File: src/rtl/uart_rxf_pkg.sv
// Shared widths and entry type for the UART receive buffer.
// Assumes an 8-bit character with a 4-bit flag nibble above it.
package uart_rxf_pkg;
    localparam int CHAR_W  = 8;
    localparam int FLAG_W  = 4;
    localparam int ENTRY_W = CHAR_W + FLAG_W;
    localparam int BRK_BIT = 10;
    typedef logic [ENTRY_W-1:0] rx_entry_t;
endpackage

File: src/rtl/uart_rxf_mode.sv
// Holds the buffer-enable mode bit and flags a flush when a control write toggles it.
// Assumes lcr_wr is a single-cycle strobe.
module uart_rxf_mode (
    input  logic clk,
    input  logic rst_n,
    input  logic lcr_wr,
    input  logic lcr_fifo_en,
    output logic fifo_en,
    output logic flush
);
    // A write carrying a different enable value empties the buffer.
    assign flush = lcr_wr && (lcr_fifo_en != fifo_en);

    // Mode register: follows every control write, resets to single-entry.
    always_ff @(posedge clk) begin
        if (!rst_n)      fifo_en <= 1'b0;
        else if (lcr_wr) fifo_en <= lcr_fifo_en;
    end
endmodule

File: src/rtl/uart_rxf_ctrl.sv
// Occupancy counter, empty/full flags and receive interrupt level.
// Assumes a flush wins over any push or read in the same cycle.
module uart_rxf_ctrl #(
    parameter int DEPTH = 16,
    parameter int TRIG  = 1
) (
    input  logic clk,
    input  logic rst_n,
    input  logic fifo_en,
    input  logic flush,
    input  logic push_valid,
    input  logic pop,
    output logic push_ready,
    output logic wr_en,
    output logic rd_adv,
    output logic empty,
    output logic full,
    output logic irq
);
    localparam int CW = $clog2(DEPTH + 1);
    localparam logic [CW-1:0] DEPTH_C = CW'(DEPTH);
    localparam logic [CW-1:0] TRIG_C  = CW'(TRIG);
    localparam logic [CW-1:0] TRIGM_C = CW'(TRIG - 1);

    logic [CW-1:0] count, cnt_nxt, active;

    // Depth limit and accept/advance decisions for this cycle.
    always_comb begin
        active     = fifo_en ? DEPTH_C : CW'(1);
        push_ready = count < active;
        wr_en      = push_valid && push_ready && !flush;
        rd_adv     = pop && (count != '0) && !flush;
        cnt_nxt    = count + CW'(wr_en) - CW'(rd_adv);
    end

    // Count, flags and interrupt level update.
    always_ff @(posedge clk) begin
        if (!rst_n || flush) begin
            count <= '0;
            empty <= 1'b1;
            full  <= 1'b0;
            irq   <= 1'b0;
        end else begin
            count <= cnt_nxt;
            if (wr_en && cnt_nxt == active) full <= 1'b1;
            else if (pop)                   full <= 1'b0;
            if (wr_en)                      empty <= 1'b0;
            else if (pop && cnt_nxt == '0)  empty <= 1'b1;
            if (wr_en && cnt_nxt == TRIG_C)      irq <= 1'b1;
            else if (pop && cnt_nxt == TRIGM_C)  irq <= 1'b0;
        end
    end
endmodule

File: src/rtl/uart_rxf_store.sv
// Circular entry store with read and write pointers.
// Assumes the controller never writes a full store; slots reset to zero.
module uart_rxf_store #(
    parameter int DEPTH = 16,
    parameter int W     = 12
) (
    input  logic         clk,
    input  logic         rst_n,
    input  logic         flush,
    input  logic         wr_en,
    input  logic [W-1:0] wr_data,
    input  logic         rd_adv,
    output logic [W-1:0] rd_data
);
    localparam int PW = $clog2(DEPTH);

    logic [W-1:0]  mem [DEPTH];
    logic [PW-1:0] wr_ptr, rd_ptr;

    function automatic logic [PW-1:0] step(input logic [PW-1:0] p);
        return (p == PW'(DEPTH - 1)) ? '0 : p + 1'b1;
    endfunction

    assign rd_data = mem[rd_ptr];

    // Pointer movement, wrapping at the last slot.
    always_ff @(posedge clk) begin
        if (!rst_n || flush) begin
            wr_ptr <= '0;
            rd_ptr <= '0;
        end else begin
            if (wr_en)  wr_ptr <= step(wr_ptr);
            if (rd_adv) rd_ptr <= step(rd_ptr);
        end
    end

    // Slot storage; contents survive a flush.
    always_ff @(posedge clk) begin
        if (!rst_n) begin
            for (int i = 0; i < DEPTH; i++) mem[i] <= '0;
        end else if (wr_en) begin
            mem[wr_ptr] <= wr_data;
        end
    end
endmodule

File: src/rtl/uart_rxf_status.sv
// Receive status register: captures the flag nibble of each entry read.
// Assumes a data read and a clear in the same cycle resolve to the capture.
module uart_rxf_status #(
    parameter int FW = 4
) (
    input  logic          clk,
    input  logic          rst_n,
    input  logic          pop,
    input  logic          clr,
    input  logic [FW-1:0] flags_in,
    output logic [FW-1:0] stat
);
    // Capture on read, clear on software write.
    always_ff @(posedge clk) begin
        if (!rst_n)   stat <= '0;
        else if (pop) stat <= flags_in;
        else if (clr) stat <= '0;
    end
endmodule

File: src/rtl/uart_rx_fifo.sv
// UART receive buffer top: 16-deep or single-entry store, flags, interrupt, status.
// Assumes rd_pop, lcr_wr and stat_clr are one-cycle register-access strobes.
module uart_rx_fifo
    import uart_rxf_pkg::*;
#(
    parameter int DEPTH = 16,
    parameter int TRIG  = 1
) (
    input  logic               clk,
    input  logic               rst_n,
    input  logic               push_valid,
    input  logic [ENTRY_W-1:0] push_entry,
    output logic               push_ready,
    input  logic               rd_pop,
    output logic [ENTRY_W-1:0] rd_entry,
    input  logic               lcr_wr,
    input  logic               lcr_fifo_en,
    input  logic               stat_clr,
    output logic [FLAG_W-1:0]  rx_stat,
    output logic               rx_empty,
    output logic               rx_full,
    output logic               rx_irq
);
    logic fifo_en, flush, wr_en, rd_adv;

    uart_rxf_mode u_mode (
        .clk(clk), .rst_n(rst_n), .lcr_wr(lcr_wr), .lcr_fifo_en(lcr_fifo_en),
        .fifo_en(fifo_en), .flush(flush)
    );

    uart_rxf_ctrl #(.DEPTH(DEPTH), .TRIG(TRIG)) u_ctrl (
        .clk(clk), .rst_n(rst_n), .fifo_en(fifo_en), .flush(flush),
        .push_valid(push_valid), .pop(rd_pop), .push_ready(push_ready),
        .wr_en(wr_en), .rd_adv(rd_adv), .empty(rx_empty), .full(rx_full),
        .irq(rx_irq)
    );

    uart_rxf_store #(.DEPTH(DEPTH), .W(ENTRY_W)) u_store (
        .clk(clk), .rst_n(rst_n), .flush(flush), .wr_en(wr_en),
        .wr_data(push_entry), .rd_adv(rd_adv), .rd_data(rd_entry)
    );

    uart_rxf_status #(.FW(FLAG_W)) u_stat (
        .clk(clk), .rst_n(rst_n), .pop(rd_pop), .clr(stat_clr),
        .flags_in(rd_entry[ENTRY_W-1:CHAR_W]), .stat(rx_stat)
    );
endmodule

File: config.mk
export PLATFORM = sky130hd
export DESIGN_NAME = uart_rx_fifo
export DESIGN_NICKNAME = d
export VERILOG_FILES = /design/src/rtl/uart_rxf_pkg.sv /design/src/rtl/uart_rxf_mode.sv /design/src/rtl/uart_rxf_ctrl.sv /design/src/rtl/uart_rxf_store.sv /design/src/rtl/uart_rxf_status.sv /design/src/rtl/uart_rx_fifo.sv
export SDC_FILE = /design/constraint.sdc
export NUM_CORES = 1
export LEC_CHECK = 0
export BUFFER_PORTS_ARGS = -buffer_cell sky130_fd_sc_hd__buf_2
export CORE_UTILIZATION = 25
export CTS_BUF_LIST = sky130_fd_sc_hd__clkbuf_16
export DETAILED_ROUTE_END_ITERATION = 12
export PLACE_DENSITY = 0.48
export SYNTH_ARGS = -nofsm -noshare
export SYNTH_HDL_FRONTEND = slang
export SYNTH_SLANG_ARGS = --single-unit
File: constraint.sdc
create_clock -name clk -period 4 [get_ports clk]
set_clock_uncertainty 0.2 [all_clocks]
set_input_delay 0.4 -clock clk [delete_from_list [all_inputs] [get_ports clk]]
set_output_delay 0.4 -clock clk [all_outputs]
set_load 0.05 [all_outputs]
==> impl_metrics.tcl, run 1 <==
set metrics [dict create \
    outcome "complete, no violations" \
    post-dp-hpwl_mm 16.6 \
    ant_nets 0 \
    core_area_um2 39000 \
    clkTransAtPathRegs_ns 0.07 \
    fin_tns_setup_ns 0 \
    num_rows 72 \
    first_global_vias 5679 \
    cts_tree "built" \
    cts_setup_buffers 0 \
    grt_first_pass_wirelength_mm 37.9 \
    max_freq_mhz 269 \
    grt_use_total_pct 12.3 \
    postSynthAreaPerCell_um2 15.2 \
    cpMostUsedCell "ha_1" \
    routed_wl_mm 24.8 \
    grt-ovfl-total 0 \
    path_cells "inv_1, ha_1, o211a_1, a2111oi_4, nand2_1, ha_1, inv_1, ha_1, fa_1, nand2b_1, a21oi_1, xnor2_1, and4_1, o22ai_1" \
    ys.flop_type "edfxtp_1" \
    clockRootBuffer "clkbuf_16" \
    drt_iter0_markers 406 \
    synthesis.area_um2 9980 \
    critPathLaunchType "register" \
    hold_violations 0 \
    fin_crit_sh_pct 92.9 \
    wl_per_cell_um 19.8 \
    start_util_pct 25.6 \
    netlist_top_cells_area "edfxtp_1 (58%), mux4_2 (14%), and2_1 (12%)" \
    hold_class "input pin to register" \
    async_reset_ff_share_pct 0 \
    clk_latency_ns 0.52 \
    synth_top_cell_by_area "edfxtp_1" \
    dr.pass1.iters 4 \
    vdd_drop_max_uv 233 \
    num_io_pins 39 \
    crit_family "adder cells" \
    finalSetupViolations 0 \
    hold_buffers 3 \
    drive_gt1_share_pct 24.5 \
    cts_sinks 217 \
    vias 5419 \
    cp_max_fo 5 \
    synth_seq_cells 217 \
    critPathSlowestCell "fa_1" \
    power_density_nw_per_um2 509 \
    worst_pin_slew_ns 0.944 \
    antenna_found_initial 1 \
    numCtsBuffers 23 \
    required_ns 4.20 \
    cts-resized-gates 0 \
    area_growth_pct 17.7 \
    fin_nets 752 \
    syn-num-nets 690 \
    utilization_pct 30.1 \
    drv_slew 0 \
    synth_top_area_share_pct 57.7 \
    vias_per_cell 4.32 \
    finalCriticalPeriod_ns 3.72 \
    synth-edff-count 192 \
    dieArea_um2 40700 \
    drc_errors 0 \
    worst-path-buf-inv 2 \
    ys_types 42 \
    p_leak_nw 4.32 \
    rsz0062_at_grt "false" \
    grt_start_max_net_pins 25 \
    synthCells 656 \
    die_h_um 202 \
    die_w_um 202 \
    worstSetupEndpointType "register" \
    max_slew_margin_pct 37.0 \
    buffer_ports.inserted 38 \
    clk_path_buf_depth 3 \
    yosysSeqAreaShare_pct 62.8 \
    gp_congestion 0.776 \
    crit_type "register to register" \
    synth_warnings 0 \
    cpPeakStageDelay_ns 0.43 \
    h-tree-depth 1 \
    cap_violations 0 \
    worstPathArrival_ns 3.91 \
]
[worst min-delay path, stage by stage]
cell and delay (ns):
buf_2 0.08, nor3b_1 0.07, a32o_1 0.20
[sequential cells by signal, summed over array words and instances (netlist names), 4 cells and up, named ones only]
name,count
u_store.rd_ptr,4
u_ctrl.count,5
u_store.mem,192
u_stat.stat,4
u_store.wr_ptr,4
[power by group]
part	switching, mW	internal (mW)	total, mW
logic	0.705	0.445	1.15
clock network	0.889	1.28	2.17
registers	0.0787	2.59	2.67
[cell families after synthesis]
group,share of synthesized area (%)
compound gates,2.13
fa+ha+maj,1.95
xor+xnor,0.614
buf+inv,2.36
mux,13.8
simple gates,16.4
flops,62.8
[synthesized netlist by cell type, drive strengths merged (2+ instances only)]
master    n
and2    195
edfxtp  192
mux4     60
clkbuf   29
dfxtp    25
buf      17
nor2     16
ha       14
nand2b   14
inv      12
nand2    12
a21oi     8
and3      8
nand3     7
nor2b     7
o21ai     5
xor2      5
a32o      4
mux2i     3
nor3      3
nor4b     2
o21bai    2
xnor2     2
[layout make-up]
cell class | count | area [um2]
Fill cell | 3857 | 27300
Sequential cell | 217 | 6270
Multi-Input combinational cell | 381 | 3480
Tap cell | 518 | 648
Clock buffer | 24 | 601
Timing Repair Buffer | 83 | 548
Clock inverter | 18 | 159
Inverter | 12 | 45.0
Antenna cell | 1 | 2.50
[final timing paths]
kind | startpoint | end | cells after the start | slack, ns
max reg2reg | u_mode.fifo_en$_SDFFE_PN0P_ | u_ctrl.irq$_SDFFE_PP0P_ | 14 | 0.28
min | stat_clr | u_stat.stat[2]$_SDFFE_PN0P_ | 3 | 0.09
min reg2reg | u_ctrl.irq$_SDFFE_PP0P_ | u_ctrl.irq$_SDFFE_PP0P_ | 2 | 0.26
max | u_mode.fifo_en$_SDFFE_PN0P_ | u_ctrl.irq$_SDFFE_PP0P_ | 14 | 0.28
[routing by layer]
| metal | track usage [%] | wire, um | vias up |
|---|---|---|---|
| met5 | 0 | 0 | - |
| met4 | 3.22 | 522 | 0 |
| met3 | 1.58 | 987 | 31 |
| met2 | 21.1 | 12200 | 101 |
| met1 | 16.5 | 11100 | 2760 |
| li1 | - | - | 2527 |
[through the flow]
step	instances	hold WS [ns]	setup WS, ns	cell area [um2]	power (mW)
after floorplan	656	0.272	0.306	9980	3.52
after global placement	1208	0.248	0.354	11000	3.89
after detailed placement	1208	0.251	0.336	11000	3.88
after CTS	1253	0.0682	0.280	11800	6.07
after global routing	1253	0.107	0.0314	11800	6.23
final	1254	0.0907	0.284	11800	5.98
[layout by cell type (no fill, tap or decap), drive strengths merged, types with 4 or more instances in the layout]
master  count
a21oi       8
a32o        4
and2      195
and3        8
buf        80
clkbuf     24
clkinv      7
dfxtp      25
edfxtp    192
ha         14
inv        20
mux4       60
nand2      12
nand2b     14
nand3       7
nor2       16
nor2b       7
o21ai       5
xor2        5
(Power assumes the default switching activity.)
==> run 2, diff against run 1 <==
--- a/config.mk
+++ b/config.mk
@@ -10,6 +10,7 @@
 export CTS_BUF_LIST = sky130_fd_sc_hd__clkbuf_16
 export DETAILED_ROUTE_END_ITERATION = 12
 export PLACE_DENSITY = 0.48
+export REMOVE_ABC_BUFFERS = 1
 export SYNTH_ARGS = -nofsm -noshare
 export SYNTH_HDL_FRONTEND = slang
 export SYNTH_SLANG_ARGS = --single-unit
==> run 2 against run 1 <==
Setup slack worse by 0.053 ns. Flip-flop and latch count is the same. Final cell count decreased by 0.16%. Worst hold slack worse by 0.074 ns. Power decreased by 1.4%. Sequential power barely moved. Critical path type unchanged. Critical endpoint unchanged. Largest cell class unchanged.
==> impl_metrics.tcl, run 2 (same netlist as run 1, synthesis figures left out) <==
set metrics [dict create \
    worst_pin_slew_ns 0.885 \
    power_switching_share_pct 28.5 \
    final_common_cell "and2_1" \
    grt-ovfl-total 0 \
    power_density_nw_per_um2 504 \
    p_leak_nw 4.30 \
    vdd_drop_max_uv 324 \
    die_h_um 202 \
    power.total_mw 5.90 \
    critPathSlowestCell "fa_1" \
    path_cells "inv_1, ha_1, o211a_1, a2111oi_4, nand2_1, ha_1, inv_1, ha_1, fa_1, nand2b_1, a21oi_1, xnor2_1, and4_1, o22ai_1" \
    max_slew_margin_pct 40.9 \
    vias_per_cell 4.31 \
    required_ns 4.19 \
    timing.final.ws_setup_ns 0.231 \
    rsz0062_at_grt "false" \
    use_met3_pct 2.05 \
    core_area_um2 39000 \
    drive_gt1_share_pct 23.7 \
    use_met2_pct 21.1 \
    dieArea_um2 40700 \
    vias 5391 \
    grt_start_max_net_pins 49 \
    cts_tree "built" \
    drv_slew 0 \
    clockRootBuffer "clkbuf_16" \
    crit_type "register to register" \
    antenna_cells 0 \
    outcome "complete, no violations" \
    timing.hold.ws_ns 0.0166 \
    cap_violations 0 \
    num_io_pins 39 \
    p_sw_mw 1.68 \
    layout_common_cells "and2_1 (195), edfxtp_1 (192), mux4_2 (60), buf_2 (38), buf_4 (37)" \
    fin_crit_sh_pct 94.2 \
    cts_sinks 217 \
    place_ws_ns 0.251 \
    top_regs "u_store.mem x192, u_ctrl.count x5" \
    max_flop_register "u_store.mem" \
    top_usage_layer "met2" \
    clk_latency_ns 0.53 \
    first_global_vias 5807 \
    max_freq_mhz 265 \
    p_comb_share_pct 19.9 \
    grt_use_total_pct 12.7 \
    finalCriticalPeriod_ns 3.77 \
    seqPwrFrac_pct 44.8 \
    cpPeakStageDelay_ns 0.44 \
    worstSetupEndpointType "register" \
    start_util_pct 25.6 \
    post-dp-hpwl_mm 16.0 \
    cpMostUsedCell "ha_1" \
    cp_max_fo 5 \
    fin_nets 749 \
    area_growth_pct 17.2 \
    grt_util_met1_pct 17.4 \
    num_rows 72 \
    fillers 3886 \
    antenna_found_initial 1 \
    drc_errors 0 \
    hold_violations 0 \
    hold_class "input pin to register" \
    worstPathArrival_ns 3.96 \
    finalSetupViolations 0 \
    clk_path_buf_depth 3 \
    r2r_slack_ns 0.23 \
    placed_area_um2 11000 \
    clockPowerShare_pct 35.3 \
    routed_wl_mm 25.3 \
    h-tree-depth 1 \
    buffer_ports.inserted 38 \
    fin_tns_setup_ns 0 \
    drt_iter0_markers 283 \
    p_int_mw 4.22 \
    clkTransAtPathRegs_ns 0.05 \
    critPathLaunchType "register" \
    die_w_um 202 \
    grt_first_pass_wirelength_mm 38.3 \
    cts-resized-gates 0 \
    numCtsBuffers 25 \
    design_area_um2 11700 \
    wl_per_cell_um 20.2 \
    ant_nets 0 \
    dr.pass1.iters 4 \
    largest_reg_flops 192 \
    gp_congestion 0.753 \
]
-- run 2: power by group through the flow --
stage | registers (mW) | logic (mW) | clock network (mW)
final | 2.64 | 1.17 | 2.08
after floorplan | 2.75 | 0.753 | 0
after global placement | 2.69 | 1.19 | 0
after detailed placement | 2.69 | 1.19 | 0
after CTS | 2.64 | 1.20 | 2.13
after global routing | 2.66 | 1.28 | 2.22
-- run 2: layer usage --
metal	up-vias	share of wire, %
met3	26	5.3
li1	2522	-
met4	2	1.5
met5	-	0.032
met1	2728	45
met2	113	48
-- run 2: critical path: cells and delay by family, from the launching register on --
family | cells | cell delay (ns)
and+or+nand+nor | 3 | 0.56
xor gates and xnor gates | 1 | 0.34
buffers and inverters | 2 | 0.13
AOI/OAI and AO/OA | 4 | 0.68
adders and majority gates | 4 | 1.34
DFF | 1 | 0.42
-- run 2: area by class of cell --
type	instances	area, um2	share of cell area, %
inverters	12	45.0	0.385
clock inverters	21	111	0.952
clock buffers	25	626	5.35
well taps	518	648	5.54
multi-input cells	381	3480	29.8
repair buffers	78	518	4.43
flip-flops and latches	217	6270	53.6
-- run 2: final timing paths --
kind,start,end,depth (start not counted)
setup / recovery,u_mode.fifo_en$_SDFFE_PN0P_,u_ctrl.irq$_SDFFE_PP0P_,14
setup reg to reg,u_mode.fifo_en$_SDFFE_PN0P_,u_ctrl.irq$_SDFFE_PP0P_,14
hold / removal,lcr_wr,u_mode.fifo_en$_SDFFE_PN0P_,3
hold reg to reg,u_stat.stat[2]$_SDFFE_PN0P_,u_stat.stat[2]$_SDFFE_PN0P_,1
-- run 2: repair_timing --
action                    CTS  global route
buffers inserted            0             0
hold buffers                1             0
hold endpoints to repair    1             0
-- run 2: per-stage QoR --
stage | util (%) | instances
after global routing | 30.0 | 1252
after floorplan | - | 610
after global placement | 28.1 | 1205
final | 30.0 | 1252
after detailed placement | 28.1 | 1205
after CTS | 30.0 | 1252
==> run 3, diff against run 2 <==
--- a/config.mk
+++ b/config.mk
@@ -10,6 +10,7 @@
 export CTS_BUF_LIST = sky130_fd_sc_hd__clkbuf_16
 export DETAILED_ROUTE_END_ITERATION = 12
 export PLACE_DENSITY = 0.48
+export RECOVER_POWER = 50
 export REMOVE_ABC_BUFFERS = 1
 export SYNTH_ARGS = -nofsm -noshare
 export SYNTH_HDL_FRONTEND = slang
==> run 3 against run 2 <==
Die area stayed put. Flip-flop and latch count stayed put. Sequential share of layout area is 0.41 points higher. Register-to-register slack hardly changed. Critical path type unchanged. Final cell count hardly changed. Worst hold slack worse by 0.0011 ns. Core utilization is 0.23 points lower. Non-clock buffer count stayed put. Final area is 0.78% lower. Critical path depth stayed put.
==> impl_metrics.tcl, run 3 (same netlist as run 1, synthesis figures left out) <==
set metrics [dict create \
    p_sw_mw 1.68 \
    routed_wl_mm 25.3 \
    rsz0062_at_grt "false" \
    p_int_mw 4.20 \
    clockRootBuffer "clkbuf_16" \
    cap_violations 0 \
    critPathLaunchType "register" \
    drv_slew 0 \
    reg2reg_depth 14 \
    clk_path_buf_depth 3 \
    dr.pass1.iters 4 \
    crit_family "adder cells" \
    max_flop_register "u_store.mem" \
    layout_common_cells "edfxtp_1 (192), and2_1 (146), mux4_2 (60), and2_0 (49), buf_2 (29)" \
    drt_iter0_markers 320 \
    drive_gt1_share_pct 19.6 \
    power.total_mw 5.88 \
    grt_start_max_net_pins 49 \
    num_rows 72 \
    cts_tree "built" \
    clkTransAtPathRegs_ns 0.05 \
    grt-ovfl-total 0 \
    drc_errors 0 \
    fin_crit_sh_pct 94.0 \
    worst_pin_slew_ns 1.02 \
    gp_congestion 0.753 \
    hold_depth 3 \
    first_global_vias 5807 \
    die_h_um 202 \
    dieArea_um2 40700 \
    post-dp-hpwl_mm 16.0 \
    path_cells "inv_1, ha_1, o211a_1, a2111oi_4, nand2_1, ha_1, inv_1, ha_1, fa_1, nand2b_1, a21oi_1, xnor2_1, and4_1, o22ai_1" \
    h-tree-depth 1 \
    numCtsBuffers 25 \
    finalSetupViolations 0 \
    worstSetupEndpointType "register" \
    largest_reg_flops 192 \
    design_area_um2 11600 \
    cts-resized-gates 0 \
    vias 5411 \
    core_area_um2 39000 \
    hold_class "input pin to register" \
    power_density_nw_per_um2 507 \
    hold_violations 0 \
    fillers 3899 \
    fin_tns_setup_ns 0 \
    fin_nets 749 \
    worstPathArrival_ns 3.95 \
    max_slew_margin_pct 31.7 \
    area_growth_pct 16.3 \
    vias_per_cell 4.32 \
    power_switching_share_pct 28.5 \
    finalCriticalPeriod_ns 3.76 \
    num_io_pins 39 \
    p_comb_share_pct 19.6 \
    clk_latency_ns 0.53 \
    max_freq_mhz 266 \
    p_leak_nw 4.15 \
    cpMostUsedCell "ha_1" \
    worst-path-buf-inv 2 \
    outcome "complete, no violations" \
    cts_sinks 217 \
    required_ns 4.19 \
    final_common_cell "edfxtp_1" \
    cp_max_fo 5 \
    die_w_um 202 \
    grt_first_pass_wirelength_mm 38.3 \
    grt_use_total_pct 12.7 \
    vdd_drop_max_uv 310 \
    cp.depth 14 \
    critPathSlowestCell "fa_1" \
    cpPeakStageDelay_ns 0.44 \
    placed_area_um2 11000 \
    antenna_found_initial 1 \
    top_regs "u_store.mem x192, u_ctrl.count x5" \
    seqPwrFrac_pct 45.0 \
    ant_nets 0 \
    wl_per_cell_um 20.2 \
    buffer_ports.inserted 38 \
    start_util_pct 25.6 \
    clockPowerShare_pct 35.4 \
    crit_type "register to register" \
]
run 3: cell count changes in the layout (fill, tap and decap cells not counted), sizes merged:
cell | before | now
buf | 77 | 54
diode | 0 | 1
clkbuf | 25 | 48
run 3: layout make-up:
type	count	area [um2]	area share, %
sequential	217	6270	54.0
multi-input combinational	381	3450	29.8
tap	518	648	5.58
clock buffer	25	626	5.39
timing repair buffer	78	454	3.91
clock inverter	21	111	0.959
inverter	12	45.0	0.388
antenna	1	2.50	0.0216
run 3: worst min-delay path, delay by kind of cell:
family / cells / cell delay, ns
multiplexers: 1 / 0.07
buffers and inverters: 1 / 0.11
AND/OR/NAND/NOR: 1 / 0.10
run 3: per-layer routing:
| metal | up-vias | track usage [%] | routed length [um] |
|---|---|---|---|
| li1 | 2525 | - | - |
| met2 | 109 | 21.1 | 12200 |
| met5 | - | 0 | 8 |
| met4 | 2 | 2.68 | 399 |
| met1 | 2745 | 17.4 | 11300 |
| met3 | 30 | 2.05 | 1340 |
run 3: power by group through the flow:
stage               clock network [mW]  logic [mW]  registers [mW]
global placement                     0        1.19            2.69
finish                            2.08        1.15            2.64
detailed placement                   0        1.19            2.69
floorplan                            0       0.753            2.75
CTS                               2.13        1.20            2.64
global route                      2.22        1.26            2.66
run 3: per-stage QoR:
| step | instances | setup slack (ns) | utilization, % | hold WS, ns |
|---|---|---|---|---|
| final | 1253 | 0.241 | 29.8 | 0.0156 |
| after global routing | 1252 | 0.0328 | 29.8 | 0.0423 |
| after CTS | 1252 | 0.235 | 30.0 | 0.00393 |
| after detailed placement | 1205 | 0.251 | 28.1 | 0.251 |
| after global placement | 1205 | 0.326 | 28.1 | 0.243 |
| after floorplan | 610 | 0.306 | - | 0.272 |
run 3: path summary, 6_finish.rpt:
path | from | end | slack, ns
worst min-delay path | lcr_wr | u_mode.fifo_en$_SDFFE_PN0P_ | 0.02
worst max register to register | u_mode.fifo_en$_SDFFE_PN0P_ | u_ctrl.irq$_SDFFE_PP0P_ | 0.24
worst max-delay path | u_mode.fifo_en$_SDFFE_PN0P_ | u_ctrl.irq$_SDFFE_PP0P_ | 0.24
worst min register to register | u_stat.stat[2]$_SDFFE_PN0P_ | u_stat.stat[2]$_SDFFE_PN0P_ | 0.26
run 3: timing repair:
| item | 4_1_cts | 5_1_grt |
|---|---|---|
| setup buffers | 0 | 0 |
| hold endpoints to repair | 1 | 0 |
| hold buffers | 1 | 0 |
| setup endpoints to repair | 0 | 0 |
